[src/rtl/rrb_pkg.sv]
package rrb_pkg;
  localparam int FIELD_W      = 4;
  localparam int SEL_GRP_LSB  = 0;
  localparam int SEL_INST_LSB = 4;
  localparam int ADDR_SEL     = 0;
  localparam int ADDR_SEM     = 1;
  localparam int ADDR_REG0    = 2;
endpackage

[src/rtl/rrb_selector.sv]
module rrb_selector
  import rrb_pkg::*;
#(
  parameter int DATA_W     = 32,
  parameter int NUM_GROUPS = 4,
  parameter int NUM_INST   = 4,
  parameter int INST_CNT   = 16,
  parameter int IDX_W      = 4
) (
  input  logic                 clk,
  input  logic                 rst,
  input  logic                 wr_en,
  input  logic [FIELD_W-1:0]   wr_grp,
  input  logic [FIELD_W-1:0]   wr_inst,
  input  logic                 wr_mc,
  input  logic [INST_CNT-1:0]  present_mask,
  output logic [DATA_W-1:0]    sel_rdata,
  output logic                 mcast,
  output logic [IDX_W-1:0]     steer_idx,
  output logic                 steer_live
);
  localparam int PAD_W = DATA_W - 1 - 2 * FIELD_W;

  logic [FIELD_W-1:0] grp_q, inst_q;
  logic               mc_q;
  logic [31:0]        idx_full;
  logic               in_range;

  always_ff @(posedge clk) begin
    if (rst) begin
      grp_q  <= '0;
      inst_q <= '0;
      mc_q   <= 1'b1;
    end else if (wr_en) begin
      grp_q  <= wr_grp;
      inst_q <= wr_inst;
      mc_q   <= wr_mc;
    end
  end

  always_comb begin
    idx_full   = 32'(grp_q) * 32'(NUM_INST) + 32'(inst_q);
    in_range   = (32'(grp_q) < 32'(NUM_GROUPS)) && (32'(inst_q) < 32'(NUM_INST));
    steer_idx  = IDX_W'(idx_full);
    steer_live = in_range && present_mask[steer_idx];
    mcast      = mc_q;
    sel_rdata  = {mc_q, {PAD_W{1'b0}}, inst_q, grp_q};
  end

  // a selector write is reflected in the following cycle
  a_r2_sel_load: assert property (@(posedge clk) disable iff (rst)
    wr_en |=> (sel_rdata[7:0] == {$past(wr_inst), $past(wr_grp)}) && (mcast == $past(wr_mc)));

  // an absent steered copy is never reported live
  a_r6_absent_not_live: assert property (@(posedge clk) disable iff (rst)
    (in_range && !present_mask[steer_idx]) |-> !steer_live);
endmodule

[src/rtl/rrb_semaphore.sv]
module rrb_semaphore (
  input  logic clk,
  input  logic rst,
  input  logic rd_en,
  input  logic wr_en,
  input  logic wbit,
  output logic rd_bit
);
  logic held_q;

  always_ff @(posedge clk) begin
    if (rst)                held_q <= 1'b0;
    else if (wr_en && wbit) held_q <= 1'b0;
    else if (rd_en)         held_q <= 1'b1;
  end

  assign rd_bit = !held_q;

  // a contending read never frees the semaphore
  a_r8_hold_on_contend: assert property (@(posedge clk) disable iff (rst)
    (rd_en && !rd_bit && !wr_en) |=> !rd_bit);

  // a grant leaves the semaphore held
  a_r8_grant_takes: assert property (@(posedge clk) disable iff (rst)
    (rd_en && rd_bit && !wr_en) |=> !rd_bit);

  // writing 1 frees it
  a_r8_release: assert property (@(posedge clk) disable iff (rst)
    (wr_en && wbit) |=> rd_bit);
endmodule

[src/rtl/rrb_inst_array.sv]
module rrb_inst_array #(
  parameter int DATA_W   = 32,
  parameter int INST_CNT = 16,
  parameter int IDX_W    = 4,
  parameter int NUM_REGS = 2,
  parameter int REG_W    = 1
) (
  input  logic                clk,
  input  logic                rst,
  input  logic                wr_en,
  input  logic [REG_W-1:0]    wr_reg,
  input  logic [DATA_W-1:0]   wdata,
  input  logic                mcast,
  input  logic [IDX_W-1:0]    steer_idx,
  input  logic                steer_live,
  input  logic [INST_CNT-1:0] present_mask,
  input  logic [REG_W-1:0]    rd_reg,
  output logic [DATA_W-1:0]   rd_word
);
  logic [DATA_W-1:0]            store [NUM_REGS][INST_CNT];
  logic [NUM_REGS*INST_CNT-1:0] we;

  for (genvar r = 0; r < NUM_REGS; r++) begin : g_reg
    for (genvar k = 0; k < INST_CNT; k++) begin : g_inst
      localparam int FLAT = r * INST_CNT + k;

      assign we[FLAT] = wr_en && (wr_reg == REG_W'(r)) && present_mask[k] &&
                        (mcast || (steer_live && (steer_idx == IDX_W'(k))));

      always_ff @(posedge clk) begin
        if (rst)           store[r][k] <= '0;
        else if (we[FLAT]) store[r][k] <= wdata;
      end

      // multicast write reaches every present copy
      a_r3_mcast_all: assert property (@(posedge clk) disable iff (rst)
        (wr_en && mcast && (wr_reg == REG_W'(r)) && present_mask[k])
        |=> (store[r][k] == $past(wdata)));

      // an absent copy keeps its value
      a_r7_absent_kept: assert property (@(posedge clk) disable iff (rst)
        !present_mask[k] |=> $stable(store[r][k]));
    end
  end

  assign rd_word = steer_live ? store[rd_reg][steer_idx] : '0;

  // a unicast write touches at most one copy
  a_r4_unicast_single: assert property (@(posedge clk) disable iff (rst)
    (wr_en && !mcast) |-> $onehot0(we));
endmodule

[src/rtl/repl_reg_bank.sv]
module repl_reg_bank
  import rrb_pkg::*;
#(
  parameter int DATA_W     = 32,
  parameter int ADDR_W     = 4,
  parameter int NUM_GROUPS = 4,
  parameter int NUM_INST   = 4,
  parameter int NUM_REGS   = 2
) (
  input  logic                           clk,
  input  logic                           rst,
  input  logic                           bus_wr,
  input  logic                           bus_rd,
  input  logic [ADDR_W-1:0]              bus_addr,
  input  logic [DATA_W-1:0]              bus_wdata,
  input  logic [NUM_GROUPS*NUM_INST-1:0] present_mask,
  output logic                           rd_valid,
  output logic [DATA_W-1:0]              rd_data
);
  localparam int INST_CNT = NUM_GROUPS * NUM_INST;
  localparam int IDX_W    = (INST_CNT > 1) ? $clog2(INST_CNT) : 1;
  localparam int REG_W    = (NUM_REGS > 1) ? $clog2(NUM_REGS) : 1;

  logic              sel_hit, sem_hit, reg_hit;
  logic [REG_W-1:0]  reg_idx;
  logic [DATA_W-1:0] sel_rdata, rd_word, rd_mux;
  logic              mcast, steer_live, sem_bit;
  logic [IDX_W-1:0]  steer_idx;
  logic              valid_q;
  logic [DATA_W-1:0] data_q;

  always_comb begin
    sel_hit = (bus_addr == ADDR_W'(ADDR_SEL));
    sem_hit = (bus_addr == ADDR_W'(ADDR_SEM));
    reg_hit = (32'(bus_addr) >= 32'(ADDR_REG0)) &&
              (32'(bus_addr) <  32'(ADDR_REG0 + NUM_REGS));
    reg_idx = REG_W'(32'(bus_addr) - 32'(ADDR_REG0));
  end

  rrb_selector #(
    .DATA_W(DATA_W), .NUM_GROUPS(NUM_GROUPS), .NUM_INST(NUM_INST),
    .INST_CNT(INST_CNT), .IDX_W(IDX_W)
  ) u_sel (
    .clk(clk), .rst(rst),
    .wr_en(bus_wr && sel_hit),
    .wr_grp(bus_wdata[SEL_GRP_LSB +: FIELD_W]),
    .wr_inst(bus_wdata[SEL_INST_LSB +: FIELD_W]),
    .wr_mc(bus_wdata[DATA_W-1]),
    .present_mask(present_mask),
    .sel_rdata(sel_rdata), .mcast(mcast),
    .steer_idx(steer_idx), .steer_live(steer_live)
  );

  rrb_semaphore u_sem (
    .clk(clk), .rst(rst),
    .rd_en(bus_rd && sem_hit),
    .wr_en(bus_wr && sem_hit),
    .wbit(bus_wdata[0]),
    .rd_bit(sem_bit)
  );

  rrb_inst_array #(
    .DATA_W(DATA_W), .INST_CNT(INST_CNT), .IDX_W(IDX_W),
    .NUM_REGS(NUM_REGS), .REG_W(REG_W)
  ) u_arr (
    .clk(clk), .rst(rst),
    .wr_en(bus_wr && reg_hit), .wr_reg(reg_idx), .wdata(bus_wdata),
    .mcast(mcast), .steer_idx(steer_idx), .steer_live(steer_live),
    .present_mask(present_mask), .rd_reg(reg_idx), .rd_word(rd_word)
  );

  always_comb begin
    if (sel_hit)      rd_mux = sel_rdata;
    else if (sem_hit) rd_mux = {{(DATA_W-1){1'b0}}, sem_bit};
    else if (reg_hit) rd_mux = rd_word;
    else              rd_mux = '0;
  end

  always_ff @(posedge clk) begin
    if (rst) begin
      valid_q <= 1'b0;
      data_q  <= '0;
    end else begin
      valid_q <= bus_rd;
      data_q  <= bus_rd ? rd_mux : '0;
    end
  end

  assign rd_valid = valid_q;
  assign rd_data  = data_q;

  // the strobe follows a read by one cycle
  a_r9_valid_timing: assert property (@(posedge clk) disable iff (rst)
    rd_valid |-> $past(bus_rd));

  // read data is zero outside valid cycles
  a_r9_idle_zero: assert property (@(posedge clk) disable iff (rst)
    !rd_valid |-> (rd_data == '0));

  // a terminated read returns zero
  a_r6_term_zero: assert property (@(posedge clk) disable iff (rst)
    (bus_rd && reg_hit && !steer_live) |=> (rd_data == '0));

  // an unmapped read returns zero
  a_r1_unmapped_zero: assert property (@(posedge clk) disable iff (rst)
    (bus_rd && !sel_hit && !sem_hit && !reg_hit) |=> (rd_data == '0));
endmodule

[config.mk]
export PLATFORM = sky130hd
export DESIGN_NAME = repl_reg_bank
export DESIGN_NICKNAME = d
export VERILOG_FILES = /design/src/rtl/rrb_pkg.sv /design/src/rtl/rrb_selector.sv /design/src/rtl/rrb_semaphore.sv /design/src/rtl/rrb_inst_array.sv /design/src/rtl/repl_reg_bank.sv
export SDC_FILE = /design/constraint.sdc
export NUM_CORES = 2
export LEC_CHECK = 0
export ABC_AREA = 1
export BUFFER_PORTS_ARGS = -buffer_cell sky130_fd_sc_hd__buf_2
export CORE_ASPECT_RATIO = 0.75
export CORE_MARGIN = 2
export CORE_UTILIZATION = 45
export DETAILED_ROUTE_END_ITERATION = 8
export SLEW_MARGIN = 0
export SYNTH_ARGS = -nofsm -noshare
export SYNTH_HDL_FRONTEND = slang
export SYNTH_SLANG_ARGS = --single-unit
[constraint.sdc]
create_clock -name clk -period 6.4 [get_ports clk]
set_input_delay 1.28 -clock clk [delete_from_list [all_inputs] [get_ports clk]]
set_output_delay 1.28 -clock clk [all_outputs]
set_load 0.01 [all_outputs]
==> impl_metrics.toml <==
[outcome]
outcome = "complete, no violations"

[power]
p_leak_nw = 17.69
irDropWorstVdd_mv = 0.2395
power_density_nw_per_um2 = 300.5

[logic_synthesis]
synth_area_per_cell_um2 = 10.75
synth_edf_count = 1024
ys_warn_count = 0
ys_seq_area_frac = 0.6776
synthTopCellsByArea = "edfxtp_1, nor2_1, o21ai_0, o22ai_1, clkbuf_1"
async_reset_ff_frac = 0
synth_cells = 4340
ys_ff_latch = 1067
synth_cell_type_count = 35
syn_nets = 4397
synthFlopType = "edfxtp_1"
synth_top_area_frac = 0.6592
syn_area_um2 = 46650
synth_area_leader_cell = "edfxtp_1"

[timing]
hold_violations = 0
fin_tns_setup_ps = 0
rsz0062_at_grt = "no"
finalSetupViolCount = 0
slew_viol_final = 0
setup_ws_ps = 2195
fmax_ghz = 0.2378
post-route-period-util = 0.6571
finClkSkew_ps = 29.96
fin_crit_ps = 4205
relSlewSlack = 0.1058
max_slew.worst_pin.slew_ps = 1341

[floorplan]
dieWidth_um = 375.8
rows = 102
die_h_um = 282.8
io_pins = 89
initial_utilization = 0.4529
dieArea_um2 = 106300
core_area_um2 = 103000

[cts]
clock_latency_ps = 720
cts_sinks = 1067
cts_setup_buffers = 0
htree_num_levels = 3
cts_tree = "done"
ctsLongestPathBuffers = 3
ctsHoldBuffers = 0
cts_resized = 0
cts_root_buf = "clkbuf_16"
path_clk_slew_ps = 60
cts_inserted_buffers = 103

[cells_and_area]
final_nets = 4265
final_common_cell = "nor2_1"
finalNonFillerCells = 5644
final_util = 0.4942
final_area_um2 = 50900
synthToLayoutAreaGrowth_pct = 9.100
drive_gt1_frac = 0.1097
antenna_cells = 0
final_cell_mix = "nor2_1, edfxtp_1, o21ai_0, o22ai_1, nand2_1"

[global_route]
grt_usage = 0.2691
overflow = 0
grt_max_degree = 210
grt_pass1_vias = 30876
grt_antenna_before_repair = 0
grt_pass1_wl_um = 210700

[run]
maxCapViolations = 0

[detailed_routing]
wire_per_inst_um = 25.57
drt_drc_violations_left = 0
totalWireLength_um = 144300
first_pass_iters = 8
vias = 33321
drt_iter0_drc = 4327
ant_nets = 0
vias_per_cell = 5.904

[worst_setup_path]
cp.required_ps = 6920
cp_max_fo = 32
cp.arrival_ps = 4720
crit_path_frequent_cell = "nand2_1"
slowest_delay_ps = 830
slowest_stage = "nand3_2"
critPathLaunchType = "flop"
critPathKind = "reg -> reg"
crit_path_end_kind = "flop"
crit_chain = "ha_1 -> inv_1 -> nand2_1 -> nand2_1 -> nand2_1 -> nand2_2 -> nand2_2 -> o21ai_1 -> nand3_2 -> nor2_1"

[placed_design]
routabilityCongestion = 0.8297
place_area_um2 = 47550
pre_cts_ws_ps = 1832
dp_hpwl_um = 78720
portBuffers = 88
dp_cells = 5455

[hold_path]
worstHoldPathType = "reg -> reg"
critical path, delay by kind of cell (launching register included):
| kind | cells | cell delay, ps |
|---|---|---|
| AO/OA/AOI/OAI | 1 | 480 |
| adder cells (fa/ha/maj) | 1 | 260 |
| buffers and inverters | 1 | 750 |
| flip-flops | 1 | 390 |
| AND/OR/NAND/NOR | 7 | 2080 |
state kept, by name, summed over array words and instances, names as in the netlist:
name          cells
u_sel.grp_q       4
rd_valid          1
rd_data          32
u_sem.held_q      1
u_arr.store    1024
u_sel.mcast       1
u_sel.inst_q      4
synth_stat cells (4+ instances only):
library cell / number
o22ai_1: 249
nor2_2: 86
nand3_1: 14
a21oi_1: 13
nor2_1: 1517
buf_6: 61
clkbuf_1: 297
buf_2: 32
o21ai_4: 10
edfxtp_1: 1024
dfxtp_1: 43
inv_1: 71
a31oi_1: 19
nand3_4: 20
and3_1: 4
o21ai_0: 665
nand2_1: 183
nand4_1: 5
stage by stage:
| stage | hold slack [ps] | total power, W |
|---|---|---|
| floorplan | 433.7 | 0.008792 |
| global placement | 454.0 | 0.009198 |
| detailed placement | 474.0 | 0.009211 |
| CTS | 483.3 | 0.01531 |
| global route | 496.9 | 0.01569 |
| finish | 491.6 | 0.01530 |
cells by family (layout without fill, tap and decap cells):
group / count (synthesis) / after routing / share of synthesized area
flip-flops: 1067 / 1067 / 0.6776
adder cells (fa/ha/maj): 1 / 1 / 0.0002682
buffers and inverters: 469 / 421 / 0.04857
AO/OA/AOI/OAI: 963 / 963 / 0.1132
AND/OR/NAND/NOR: 1840 / 1840 / 0.1603
area by class of cell:
cell class / instances / area (um^2)
timing repair buffer: 156 / 1011
multi-input combinational: 2804 / 12940
fill: 9265 / 52100
inverter: 76 / 297.8
sequential: 1067 / 31610
clock buffer: 132 / 2808
tap: 1352 / 1692
clock inverter: 57 / 540.5
path summary, 6_finish.rpt:
path / start / endpoint / slack (ps) / depth (start not counted)
max: u_sel.inst_q[2] / u_arr.store[0][503] / 2190 / 10
min: u_sem.held_q / u_sem.held_q / 490 / 2
max reg2reg: u_sel.inst_q[2] / u_arr.store[0][503] / 2190 / 10
min reg2reg: u_sem.held_q / u_sem.held_q / 490 / 2
metal layers:
metal  global-route usage  part of all wire
met1               0.3967              0.43
met2               0.3989              0.44
met3              0.04945             0.099
met4              0.09690             0.037
met5                    0                 0
where the power goes:
| part | total, W | switching, W | internal [W] |
|---|---|---|---|
| Sequential | 0.00812 | 0.0000975 | 0.00802 |
| Clock | 0.00622 | 0.00273 | 0.00349 |
| Combinational | 0.000964 | 0.000774 | 0.000190 |
| Total | 0.0153 | 0.00360 | 0.0117 |
Note: power is estimated with default switching activity, not from simulation.
